[src/rtl/dma2d_pkg.sv]
package dma2d_pkg;

    typedef enum logic [1:0] {
        ST_IDLE = 2'd0,
        ST_WALK = 2'd1,
        ST_LOOP = 2'd2
    } seq_state_e;

    localparam int CTRL_W         = 8;
    localparam int CTRL_DIR_BIT   = 5;
    localparam int CTRL_BURST_BIT = 4;

endpackage

[src/rtl/dma2d_fsm.sv]
module dma2d_fsm
    import dma2d_pkg::*;
(
    input  logic       clk,
    input  logic       rst_n,
    input  logic       start_we,
    input  logic       abort,
    input  logic       cfg_loop,
    input  logic       fire,
    input  logic       line_end,
    input  logic       last_line,
    input  logic       half_hit,
    input  logic       wrap_hit,
    output seq_state_e state_o,
    output logic       launch_o,
    output logic       done_o,
    output logic       half_evt_o,
    output logic       half_id_o
);

    seq_state_e state_q, state_d;
    logic       walk_final, loop_mark;
    logic       done_q, half_q, hid_q;

    always_comb begin
        launch_o   = (state_q == ST_IDLE) && start_we && !abort;
        walk_final = (state_q == ST_WALK) && fire && line_end && last_line;
        loop_mark  = (state_q == ST_LOOP) && fire && (half_hit || wrap_hit);
    end

    always_comb begin
        state_d = state_q;
        unique case (state_q)
            ST_IDLE: if (launch_o) state_d = cfg_loop ? ST_LOOP : ST_WALK;
            ST_WALK: if (abort || walk_final) state_d = ST_IDLE;
            ST_LOOP: if (abort) state_d = ST_IDLE;
            default: state_d = ST_IDLE;
        endcase
    end

    // state register
    always_ff @(posedge clk) begin
        if (!rst_n) state_q <= ST_IDLE;
        else        state_q <= state_d;
    end

    // registered event outputs
    always_ff @(posedge clk) begin
        if (!rst_n) begin
            done_q <= 1'b0;
            half_q <= 1'b0;
            hid_q  <= 1'b0;
        end else begin
            done_q <= walk_final && !abort;
            half_q <= loop_mark && !abort;
            if (loop_mark && !abort) hid_q <= wrap_hit;
        end
    end

    assign state_o    = state_q;
    assign done_o     = done_q;
    assign half_evt_o = half_q;
    assign half_id_o  = hid_q;

    AST_DONE_SINGLE: assert property (@(posedge clk) disable iff (!rst_n)
        done_q |=> !done_q);
    AST_DONE_IDLE: assert property (@(posedge clk) disable iff (!rst_n)
        done_q |-> (state_q == ST_IDLE));
    AST_HALF_IN_LOOP: assert property (@(posedge clk) disable iff (!rst_n)
        half_q |-> (state_q == ST_LOOP));
    AST_ABORT_QUIET: assert property (@(posedge clk) disable iff (!rst_n)
        abort |=> (state_q == ST_IDLE && !done_q && !half_q));

endmodule

[src/rtl/dma2d_walk.sv]
module dma2d_walk
    import dma2d_pkg::*;
#(
    parameter int AW = 32,
    parameter int XW = 16,
    parameter int YW = 16
) (
    input  logic              clk,
    input  logic              rst_n,
    input  logic              load,
    input  logic              fire,
    input  logic [AW-1:0]     start_addr,
    input  logic [XW-1:0]     cfg_xlen,
    input  logic [XW-1:0]     cfg_width,
    input  logic [YW-1:0]     cfg_ylen,
    input  logic [CTRL_W-1:0] cfg_ctrl,
    output logic [AW-1:0]     addr_o,
    output logic              line_end_o,
    output logic              last_line_o,
    output logic              half_hit_o,
    output logic              wrap_hit_o,
    output logic              dir_o,
    output logic              burst_o
);

    localparam int RW = XW + YW;

    logic [AW-1:0] base_q, addr_q;
    logic [XW-1:0] xcnt_q, xlen_q, width_q;
    logic [YW-1:0] ycnt_q, ylen_q;
    logic [RW-1:0] ofs_q, last_q, hlast_q, reg_len;
    logic          loop_q, dir_q, burst_q;

    assign reg_len = RW'(cfg_width) * (RW'(cfg_ylen) + RW'(1));

    always_ff @(posedge clk) begin
        if (!rst_n) begin
            base_q  <= '0;
            addr_q  <= '0;
            xcnt_q  <= '0;
            ycnt_q  <= '0;
            ofs_q   <= '0;
            xlen_q  <= '0;
            width_q <= '0;
            ylen_q  <= '0;
            last_q  <= '0;
            hlast_q <= '0;
            loop_q  <= 1'b0;
            dir_q   <= 1'b0;
            burst_q <= 1'b0;
        end else if (load) begin
            base_q  <= start_addr;
            addr_q  <= start_addr;
            xcnt_q  <= '0;
            ycnt_q  <= '0;
            ofs_q   <= '0;
            xlen_q  <= cfg_xlen;
            width_q <= cfg_width;
            ylen_q  <= cfg_ylen;
            last_q  <= reg_len - RW'(1);
            hlast_q <= (reg_len >> 1) - RW'(1);
            loop_q  <= (cfg_xlen == '0);
            dir_q   <= cfg_ctrl[CTRL_DIR_BIT];
            burst_q <= cfg_ctrl[CTRL_BURST_BIT];
        end else if (fire) begin
            if (loop_q) begin
                if (ofs_q == last_q) begin
                    addr_q <= base_q;
                    ofs_q  <= '0;
                end else begin
                    addr_q <= addr_q + AW'(1);
                    ofs_q  <= ofs_q + RW'(1);
                end
            end else if (line_end_o) begin
                base_q <= base_q + AW'(width_q);
                addr_q <= base_q + AW'(width_q);
                xcnt_q <= '0;
                ycnt_q <= ycnt_q + YW'(1);
            end else begin
                addr_q <= addr_q + AW'(1);
                xcnt_q <= xcnt_q + XW'(1);
            end
        end
    end

    assign addr_o      = addr_q;
    assign line_end_o  = (xcnt_q == xlen_q - XW'(1));
    assign last_line_o = (ycnt_q == ylen_q);
    assign wrap_hit_o  = (ofs_q == last_q);
    assign half_hit_o  = (ofs_q == hlast_q);
    assign dir_o       = dir_q;
    assign burst_o     = burst_q;

    AST_LOOP_IN_REGION: assert property (@(posedge clk) disable iff (!rst_n)
        loop_q |-> (ofs_q <= last_q));
    AST_XCNT_IN_LINE: assert property (@(posedge clk) disable iff (!rst_n)
        (!loop_q && xlen_q != '0) |-> (xcnt_q < xlen_q));

endmodule

[src/rtl/dma2d_addr_seq.sv]
module dma2d_addr_seq
    import dma2d_pkg::*;
#(
    parameter int AW = 32,
    parameter int XW = 16,
    parameter int YW = 16
) (
    input  logic              clk,
    input  logic              rst_n,
    input  logic              start_we,
    input  logic [AW-1:0]     start_addr,
    input  logic [XW-1:0]     cfg_xlen,
    input  logic [XW-1:0]     cfg_width,
    input  logic [YW-1:0]     cfg_ylen,
    input  logic [CTRL_W-1:0] cfg_ctrl,
    input  logic              abort,
    output logic              beat_valid,
    input  logic              beat_ready,
    output logic [AW-1:0]     beat_addr,
    output logic              beat_dir,
    output logic              beat_burst4,
    output logic              done_pulse,
    output logic              half_evt,
    output logic              half_id
);

    seq_state_e state;
    logic       launch, fire, line_end, last_line, half_hit, wrap_hit;

    assign beat_valid = (state != ST_IDLE);
    assign fire       = beat_valid && beat_ready;

    dma2d_fsm u_fsm (
        .clk        (clk),
        .rst_n      (rst_n),
        .start_we   (start_we),
        .abort      (abort),
        .cfg_loop   (cfg_xlen == '0),
        .fire       (fire),
        .line_end   (line_end),
        .last_line  (last_line),
        .half_hit   (half_hit),
        .wrap_hit   (wrap_hit),
        .state_o    (state),
        .launch_o   (launch),
        .done_o     (done_pulse),
        .half_evt_o (half_evt),
        .half_id_o  (half_id)
    );

    dma2d_walk #(.AW(AW), .XW(XW), .YW(YW)) u_walk (
        .clk         (clk),
        .rst_n       (rst_n),
        .load        (launch),
        .fire        (fire),
        .start_addr  (start_addr),
        .cfg_xlen    (cfg_xlen),
        .cfg_width   (cfg_width),
        .cfg_ylen    (cfg_ylen),
        .cfg_ctrl    (cfg_ctrl),
        .addr_o      (beat_addr),
        .line_end_o  (line_end),
        .last_line_o (last_line),
        .half_hit_o  (half_hit),
        .wrap_hit_o  (wrap_hit),
        .dir_o       (beat_dir),
        .burst_o     (beat_burst4)
    );

    AST_STALL_HOLD: assert property (@(posedge clk) disable iff (!rst_n)
        (beat_valid && !beat_ready && !abort) |=> (beat_valid && $stable(beat_addr)));
    AST_LAUNCH_ADDR: assert property (@(posedge clk) disable iff (!rst_n)
        (start_we && !beat_valid && !abort) |=> (beat_valid && beat_addr == $past(start_addr)));
    AST_EVENTS_EXCL: assert property (@(posedge clk) disable iff (!rst_n)
        !(done_pulse && half_evt));

endmodule

[config.mk]
export PLATFORM = sky130hd
export DESIGN_NAME = dma2d_addr_seq
export DESIGN_NICKNAME = d
export VERILOG_FILES = /design/src/rtl/dma2d_pkg.sv /design/src/rtl/dma2d_fsm.sv /design/src/rtl/dma2d_walk.sv /design/src/rtl/dma2d_addr_seq.sv
export SDC_FILE = /design/constraint.sdc
export NUM_CORES = 1
export LEC_CHECK = 0
export ABC_AREA = 1
export CORE_AREA = 2 2 196 218
export CTS_CLUSTER_DIAMETER = 50
export DETAILED_ROUTE_END_ITERATION = 10
export DIE_AREA = 0 0 198 220
export DONT_BUFFER_PORTS = 1
export HOLD_SLACK_MARGIN = 0.08
export PLACE_DENSITY = 0.91
export SETUP_SLACK_MARGIN = 0.02
export SYNTH_ARGS = -nofsm -noshare
export SYNTH_HDL_FRONTEND = slang
export SYNTH_SLANG_ARGS = --single-unit
export TNS_END_PERCENT = 50
[constraint.sdc]
create_clock -name clk -period 16.1 [get_ports clk]
set_clock_uncertainty 0.1 [all_clocks]
set_input_delay 0.805 -clock clk [delete_from_list [all_inputs] [get_ports clk]]
set_output_delay 0.805 -clock clk [all_outputs]
set_load 0.02 [all_outputs]
* Word level (Yosys, flattened, before mapping)
Cells that the tools add are included.
** Cells by class
- Muxes and demuxes :: 16
- $mul :: 1
- Add/subtract/negate cells :: 9
- Reductions and logical operators :: 24
- Eq/ne operators :: 10
- Bitwise operators :: 2
** Operators with widths (count)
- 2-to-1 mux 32 bit :: 10
- adder 32 x 1 -> 32 bit (second input constant) :: 2
- == test 32 bit :: 2
- adder 16 x 1 -> 16 bit (second input constant) :: 2
- adder 32 x 16 -> 32 bit :: 1
- == test 16 bit :: 2
- multiplier 16 x 32 -> 32 bit :: 1
- subtractor 31 x 1 -> 32 bit (second input constant) :: 1
- subtractor 32 x 1 -> 32 bit (second input constant) :: 1
- adder 16 x 1 -> 17 bit (second input constant) :: 1
- zero test 16 bit :: 1
- 2-to-1 mux 16 bit :: 1
- subtractor 16 x 1 -> 16 bit (second input constant) :: 1
- logical AND 1 bit :: 10
- AND reduction 3 bit :: 3
- 2-to-1 mux 2 bit :: 4
- != test 2 bit (second input constant) :: 4
- case mux 2 bit (3 select lines) :: 1
- nonzero test 2 bit :: 3
- AND reduction 2 bit :: 2
- == test 2 x 1 -> 1 bit (second input constant) :: 1
- == test 2 bit (second input constant) :: 1
- zero test 2 bit :: 1
- logical OR 1 bit :: 2
- 3 further kinds :: 4
** Word-level totals
- Word-level logic and storage cells :: 79
- Output and inout port bits :: 38
- Register bits after elaboration :: 248

* Logic depth before layout (Yosys ltp)
Gate-level depths: netlist (run 1).
- Depth after elaboration :: 8
- Depth in mapped cells :: 44
- Depth with buffers taken out :: 43

* Hierarchy
Synthesis (run 1) repeated with hierarchy kept, for this count alone.
** Second synthesis, totals
- Cell total of the unflattened synthesis :: 4008
- Area, all modules :: 26263.9 um^2
** Modules (own cells, without submodules)
- dma2d_walk :: area each 25921.1 um^2, instances 1, cells each 3951
- dma2d_fsm :: area each 225.2 um^2, instances 1, cells each 28
- dma2d_addr_seq :: area each 117.6 um^2, instances 1, cells each 29

* Worst setup path after synthesis (run 1)
Ideal clock, no wire load.
- Path type :: input to register
- From :: input port cfg_ylen[0]
- To :: register u_walk.hlast_q[20]
- Path slack :: 8532 ps
- Stages :: 40
- Buffers on the path :: 1
- Required time :: 15874 ps
- Data arrival time :: 7342 ps
- Library setup time :: 126 ps
- Cell sequence :: clkbuf_2 inv_1 nor3_1 inv_1 nor2_1 inv_1 nor2_1 inv_1 nor2_1 inv_1 nor2_1 inv_1 o21ai_0 nand2_1 clkinv_1 nand2_1 fa_1 fa_1 [4 not listed] inv_1 fa_1 inv_1 ha_1 nand2_1 nand2_1 a21oi_1 o21ai_0 inv_1 nand2_1 nand2_1 nand2_1 nor2_1 nand2_1 nor2_2 nand2_1 xor2_1 o21ai_1
** Between the ends
- Word-level cells in the longest chain between the ends :: 3
** RTL lines
- start: declaration :: RTL line dma2d_addr_seq.sv:14 : input logic [YW-1:0] cfg_ylen,
- adder 16 x 1 -> 17 bit :: RTL line dma2d_walk.sv:34 : assign reg_len = RW'(cfg_width) * (RW'(cfg_ylen) + RW'(1));
- multiplier 16 x 32 -> 32 bit :: RTL line dma2d_walk.sv:34
- subtractor 31 x 1 -> 32 bit :: RTL line dma2d_walk.sv:61 : hlast_q <= (reg_len >> 1) - RW'(1);
- end signal: assignment :: RTL line dma2d_walk.sv:61
- end: declaration :: RTL line dma2d_walk.sv:31 : logic [RW-1:0] ofs_q, last_q, hlast_q, reg_len;
Every way passes these cells.
A chain may end at the register's enable or synchronous reset.

* Final worst setup path (run 1)
- From :: input port cfg_ylen[0]
- To :: register u_walk.last_q[27]
** Between the ends
- Word-level cells in the longest chain between the ends :: 3
** RTL lines
- adder 16 x 1 -> 17 bit :: RTL line dma2d_walk.sv:34
- multiplier 16 x 32 -> 32 bit :: RTL line dma2d_walk.sv:34
- subtractor 32 x 1 -> 32 bit :: RTL line dma2d_walk.sv:60 : last_q <= reg_len - RW'(1);
- end signal: assignment :: RTL line dma2d_walk.sv:60
- end: declaration :: RTL line dma2d_walk.sv:31
Every way passes these cells.

==> impl_metrics.json, run 1 <==
{
  "status": "finished clean",
  "place_inst": 4420,
  "die_h_um": 220,
  "ctsResizeCount": 0,
  "core_area_mm2": 0.04161,
  "ys_seq_elements": 248,
  "regArea_mm2": 0.004965,
  "syn_inst": 3964,
  "cts_setup_buffers": 0,
  "grt_max_degree": 88,
  "synth_cell_types": 62,
  "finalHoldViolCount": 0,
  "maxSlewViolCount": 0,
  "rows": 79,
  "met2_length_mm": 35.56,
  "grt_pass1_wl_mm": 127.3,
  "vias": 26150,
  "tightest_slew_ns": 1.138,
  "finalSetupTns_ns": 0,
  "overflow": 0,
  "rsz0062_at_grt": "false",
  "dr.pass1.iters": 6,
  "top_layer_used": "met4",
  "antenna_found_initial": 0,
  "max_freq_mhz": 118.4,
  "cap_violations": 0,
  "drt_iter0_drc": 2549,
  "cts_htree_levels": 1,
  "required_ns": 16.43,
  "synthArstFlopShare_pct": 0,
  "drt-met1-wl_mm": 30.07,
  "synth-edff-count": 0,
  "hp-class": "in -> reg",
  "vias_per_cell": 5.849,
  "wl_met3_mm": 8.983,
  "cts.sink_count": 248,
  "fillers": 3526,
  "yosys_warnings": 0,
  "ant_nets": 0,
  "initial_utilization_pct": 62.87,
  "cp-start-kind": "input port",
  "cpMostUsedCell": "inv_1",
  "cts.clk_slew.worst_paths_ns": 0.06,
  "clkLatencyLatePin_ns": 0.56,
  "place_congestion": 1.019,
  "syn_avg_cell_area_um2": 6.600,
  "routed_wl_mm": 79.86,
  "fp.dieW_um": 198,
  "multi_input_area_mm2": 0.01817,
  "syn-num-nets": 4390,
  "portBuffers": 0,
  "yosysSeqAreaShare_pct": 18.98,
  "cts_tree": "built",
  "die_area_mm2": 0.04356,
  "cts_buffer_depth": 3,
  "worst_setup_path_end_kind": "flop",
  "fin_hold_ws_ns": 0.2566,
  "antenna_cells": 0,
  "yosysTopAreaCell": "dfxtp_1",
  "worst-setup-path-type": "in -> reg",
  "max-slew-margin-rel_pct": 24.04,
  "finalCritPeriodShare_pct": 52.47,
  "yosysMostFrequentCell": "nand2_1",
  "cp_slowest_cell": "fa_1",
  "grt_pass1_vias": 25070,
  "hold_buffers": 0,
  "ys.flop_type": "dfxtp_1",
  "final.min_clock_period_ns": 8.448,
  "area_growth_pct": 4.840,
  "yosys-top-cells-area": "dfxtp_1, nand2_1, fa_1, inv_1, ha_1",
  "grt_usage_pct": 36.89,
  "critical_path_arrival_ns": 8.77,
  "io_pins": 131,
  "synth_top_area_share_pct": 18.98,
  "final_cells": 4471,
  "yosys-top-cells-count": "nand2_1, inv_1, nor2_1",
  "cp_slowest_stage_delay_ns": 0.56,
  "syn_area_mm2": 0.02616,
  "cts_root_buf": "clkbuf_16",
  "cts_inserted_buffers": 28,
  "drive_gt1_share_pct": 3.919,
  "dp_hpwl_mm": 60.50,
  "final_nets": 4309,
  "wl_per_cell_um": 17.86,
  "drc": 0,
  "cp_max_fo": 17,
  "setup_viol": 0
}
==> layout make-up <==
class	count	share of cell area, %
Multi-Input combinational cell	2928	66.26
Clock inverter	13	0.6386
Tap cell	567	2.586
Clock buffer	38	2.988
Sequential cell	248	18.10
Timing Repair Buffer	12	0.3284
Inverter	665	9.100
==> state kept, by name (all words and copies together), names as in the netlist, 2 cells and up <==
signal          cells
u_walk.addr_o      32
u_walk.base_q      32
u_walk.hlast_q     32
u_walk.last_q      32
u_walk.ofs_q       32
u_walk.width_q     16
u_walk.xcnt_q      16
u_walk.xlen_q      16
u_walk.ycnt_q      16
u_walk.ylen_q      16
u_fsm.state_o       2
==> worst paths after layout <==
kind | depth (start not counted) | from | slack (ns) | end
hold / removal | 2 | cfg_ylen[14] | 0.26 | u_walk.ylen_q[14]
setup reg to reg | 12 | u_walk.xlen_q[0] | 12.41 | u_walk.base_q[26]
setup / recovery | 39 | cfg_ylen[0] | 7.65 | u_walk.last_q[27]
hold reg to reg | 2 | u_walk.hlast_q[28] | 0.36 | u_walk.hlast_q[28]
==> kinds of logic (layout without fill, tap and decap cells) <==
family          Yosys count  after routing  synth area share, %
flops                   248            248                18.98
simple gates           1972           1972                31.93
xor+xnor                173            173                5.820
compound gates          450            450                9.718
fa+ha+maj               333            333                21.89
buf+inv                 788            728                11.66
==> per-stage QoR <==
stage | utilization [%] | setup WS [ns] | instance area (um2)
6_report | 65.91 | 7.652 | 27430
5_1_grt | 65.91 | 7.188 | 27430
4_1_cts | 65.91 | 7.911 | 27430
3_5_place_dp | 63.52 | 7.348 | 26430
3_3_place_gp | 63.52 | 7.464 | 26430
2_1_floorplan | - | 8.532 | 26160
==> per-layer routing <==
metal  up-vias  track usage [%]
li1      12220                -
met1     12000            44.86
met2      1575            59.75
met3       355            8.372
met4         0            22.36
met5         -                0
==> worst max-delay path: cells and delay by family <==
kind	cells	cell delay (ns)
compound gates	1	0.11
buf+inv	11	1.27
fa+ha+maj	7	3.53
simple gates	20	3.04
==> placed cells by master, fill, tap and decap left out, types with 29 or more instances in the layout <==
cell	synthesis	routed
fa_1	208	208
xnor2_1	56	56
o21ai_0	170	170
nor2_1	391	389
nor4_1	30	30
dfxtp_1	248	248
ha_1	125	125
a21oi_1	156	156
nand2_1	1132	1132
inv_1	649	649
nand3_1	163	162
xor2_1	116	116
nor3_1	75	75
nand4_1	83	83
clkbuf_16	0	29
Power of run 1 is left out: the tool's default activity adds up to more than one toggle a clock period on the data nets, which glitch-free logic cannot reach.
==> run 2: changes to the inputs <==
clock period = 8.7 ns   (was 16.1 ns; I/O delays follow)
==> run 2 against run 1 <==
Worst hold slack got worse by 0.16 ns. Sequential cell count unchanged. Count of clock-buffer cells in the layout grew 11. Die area is the same. Cell count grew 1.5%. Core utilization up 1.8 points. Wire length up 3.7%. First-iteration DRC count rose by 20%. Global-route usage increased by 1.3 points. Via count rose by 2.2%. Non-clock buffer count rose by 57. Critical path type unchanged. Critical endpoint is now u_walk.hlast_q[27]. Largest cell class unchanged.
==> impl_metrics.json, run 2 (synthesized netlist as in run 1, its figures left out) <==
{
  "status": "finished clean",
  "die_area_mm2": 0.04356,
  "cp_max_fo": 10,
  "cts.clk_slew.worst_paths_ns": 0.06,
  "cap_violations": 0,
  "finalCritPeriodShare_pct": 94.52,
  "r2r_setup_slack_ns": 4.88,
  "rows": 79,
  "required_ns": 8.98,
  "routed_wl_mm": 82.85,
  "critical_path_arrival_ns": 8.50,
  "antenna_found_initial": 4,
  "final.min_clock_period_ns": 8.223,
  "cpMostUsedCell": "inv_1",
  "layout_commonest_cell": "nand2_1",
  "wl_per_cell_um": 18.25,
  "portBuffers": 0,
  "cp_slowest_stage_delay_ns": 0.56,
  "cts.sink_count": 248,
  "cts_inserted_buffers": 34,
  "grt_pass1_wl_mm": 131.4,
  "crit-reg2reg-launch": "u_fsm.state_o[1]",
  "place_ws_ns": 0.5368,
  "critical_path.startpoint": "cfg_ylen[1]",
  "place_congestion": 1.032,
  "grt_pass1_vias": 25830,
  "layout_common_cells": "nand2_1, inv_1, nor2_1, dfxtp_1, fa_1",
  "setup_viol": 0,
  "reg2reg_depth": 11,
  "drc": 0,
  "die_h_um": 220,
  "cts_htree_levels": 2,
  "grt_max_degree": 89,
  "finalSetupTns_ns": 0,
  "cp_slowest_cell": "dlygate4sd3_1",
  "vias": 26720,
  "io_pins": 131,
  "dp_hpwl_mm": 61.13,
  "dr.pass1.iters": 8,
  "final_nets": 4372,
  "max-slew-margin-rel_pct": 24.76,
  "max_freq_mhz": 121.6,
  "drt_iter0_drc": 3071,
  "grt_usage_pct": 38.21,
  "drive_gt1_share_pct": 4.533,
  "area_growth_pct": 7.652,
  "hp-class": "in -> reg",
  "cts_buffer_depth": 3,
  "worst_slack_ns": 0.4768,
  "tightest_slew_ns": 1.127,
  "vias_per_cell": 5.886,
  "cts_tree": "built",
  "ant_nets": 0,
  "cts_root_buf": "clkbuf_16",
  "worst-setup-path-type": "in -> reg",
  "initial_utilization_pct": 62.87,
  "core_area_mm2": 0.04161,
  "finalHoldViolCount": 0,
  "clkLatencyLatePin_ns": 0.53,
  "worst_setup_path_end_kind": "flop",
  "rsz0062_at_grt": "false",
  "maxSlewViolCount": 0,
  "cp-start-kind": "input port",
  "rr_endpoint": "u_walk.xcnt_q[9]",
  "overflow": 0,
  "fp.dieW_um": 198,
  "crit_end": "u_walk.hlast_q[27]"
}
## run 2: cell types whose count changed in the layout (fill, tap and decap cells not counted), moves of 3 or more
cell | previous run | this run
buf_4 | 12 | 25
clkbuf_1 | 3 | 6
clkbuf_16 | 29 | 37
dlygate4sd3_1 | 0 | 43
## run 2: worst min-delay path by stage
stage	to	slack, ns	startpoint	cells after the start
after floorplan	u_walk.hlast_q[28]	0.33	u_walk.hlast_q[28]	2
after detailed placement	u_walk.last_q[26]	0.36	u_walk.last_q[26]	2
after CTS	u_walk.ylen_q[10]	0.09	cfg_ylen[10]	2
after global routing	u_walk.width_q[7]	0.11	cfg_width[7]	2
final	u_walk.ylen_q[10]	0.09	cfg_ylen[10]	2
after global placement	u_walk.width_q[5]	0.35	u_walk.width_q[5]	2
## run 2: routing by layer
| layer | vias up | track usage, % | wire length, um |
|---|---|---|---|
| met1 | 12190 | 46.21 | 30640 |
| met3 | 446 | 9.106 | 9524 |
| met5 | - | 0 | 13 |
| met2 | 1698 | 61.23 | 36770 |
| met4 | 2 | 24.51 | 5901 |
| li1 | 12380 | - | - |
## run 2: stage by stage
step	utilization, %	cells	cell area (um2)	hold slack (ns)
after floorplan	-	3964	26160	0.3261
after global placement	63.69	4429	26500	0.3505
after detailed placement	63.69	4429	26500	0.3571
after CTS	67.57	4534	28120	0.08770
after global routing	67.68	4539	28160	0.1072
final	67.68	4539	28160	0.09386
## run 2: cell type report
cell class / instances / area [um2]
inverters: 665 / 2504
well taps: 567 / 709.4
clock inverters: 12 / 133.9
flip-flops and latches: 248 / 4965
clock buffers: 49 / 1031
multi-input cells: 2928 / 18180
diodes: 1 / 2.502
repair buffers: 69 / 638.1
fillers: 3342 / 13450
## run 2: timing repair
item | in CTS | in global routing
hold buffers | 44 | 0
endpoints found under the setup margin | 0 | 24
gates resized for setup | 0 | 6
hold endpoints to repair | 96 | 0
buffers inserted | 0 | 4
## run 2: worst max-delay path, delay by kind of cell
kind | cells | cell delay, ns
compound gates | 1 | 0.09
fa+ha+maj | 7 | 3.10
buf+inv | 15 | 1.94
simple gates | 19 | 2.93
Power of run 2 is left out for the same reason.
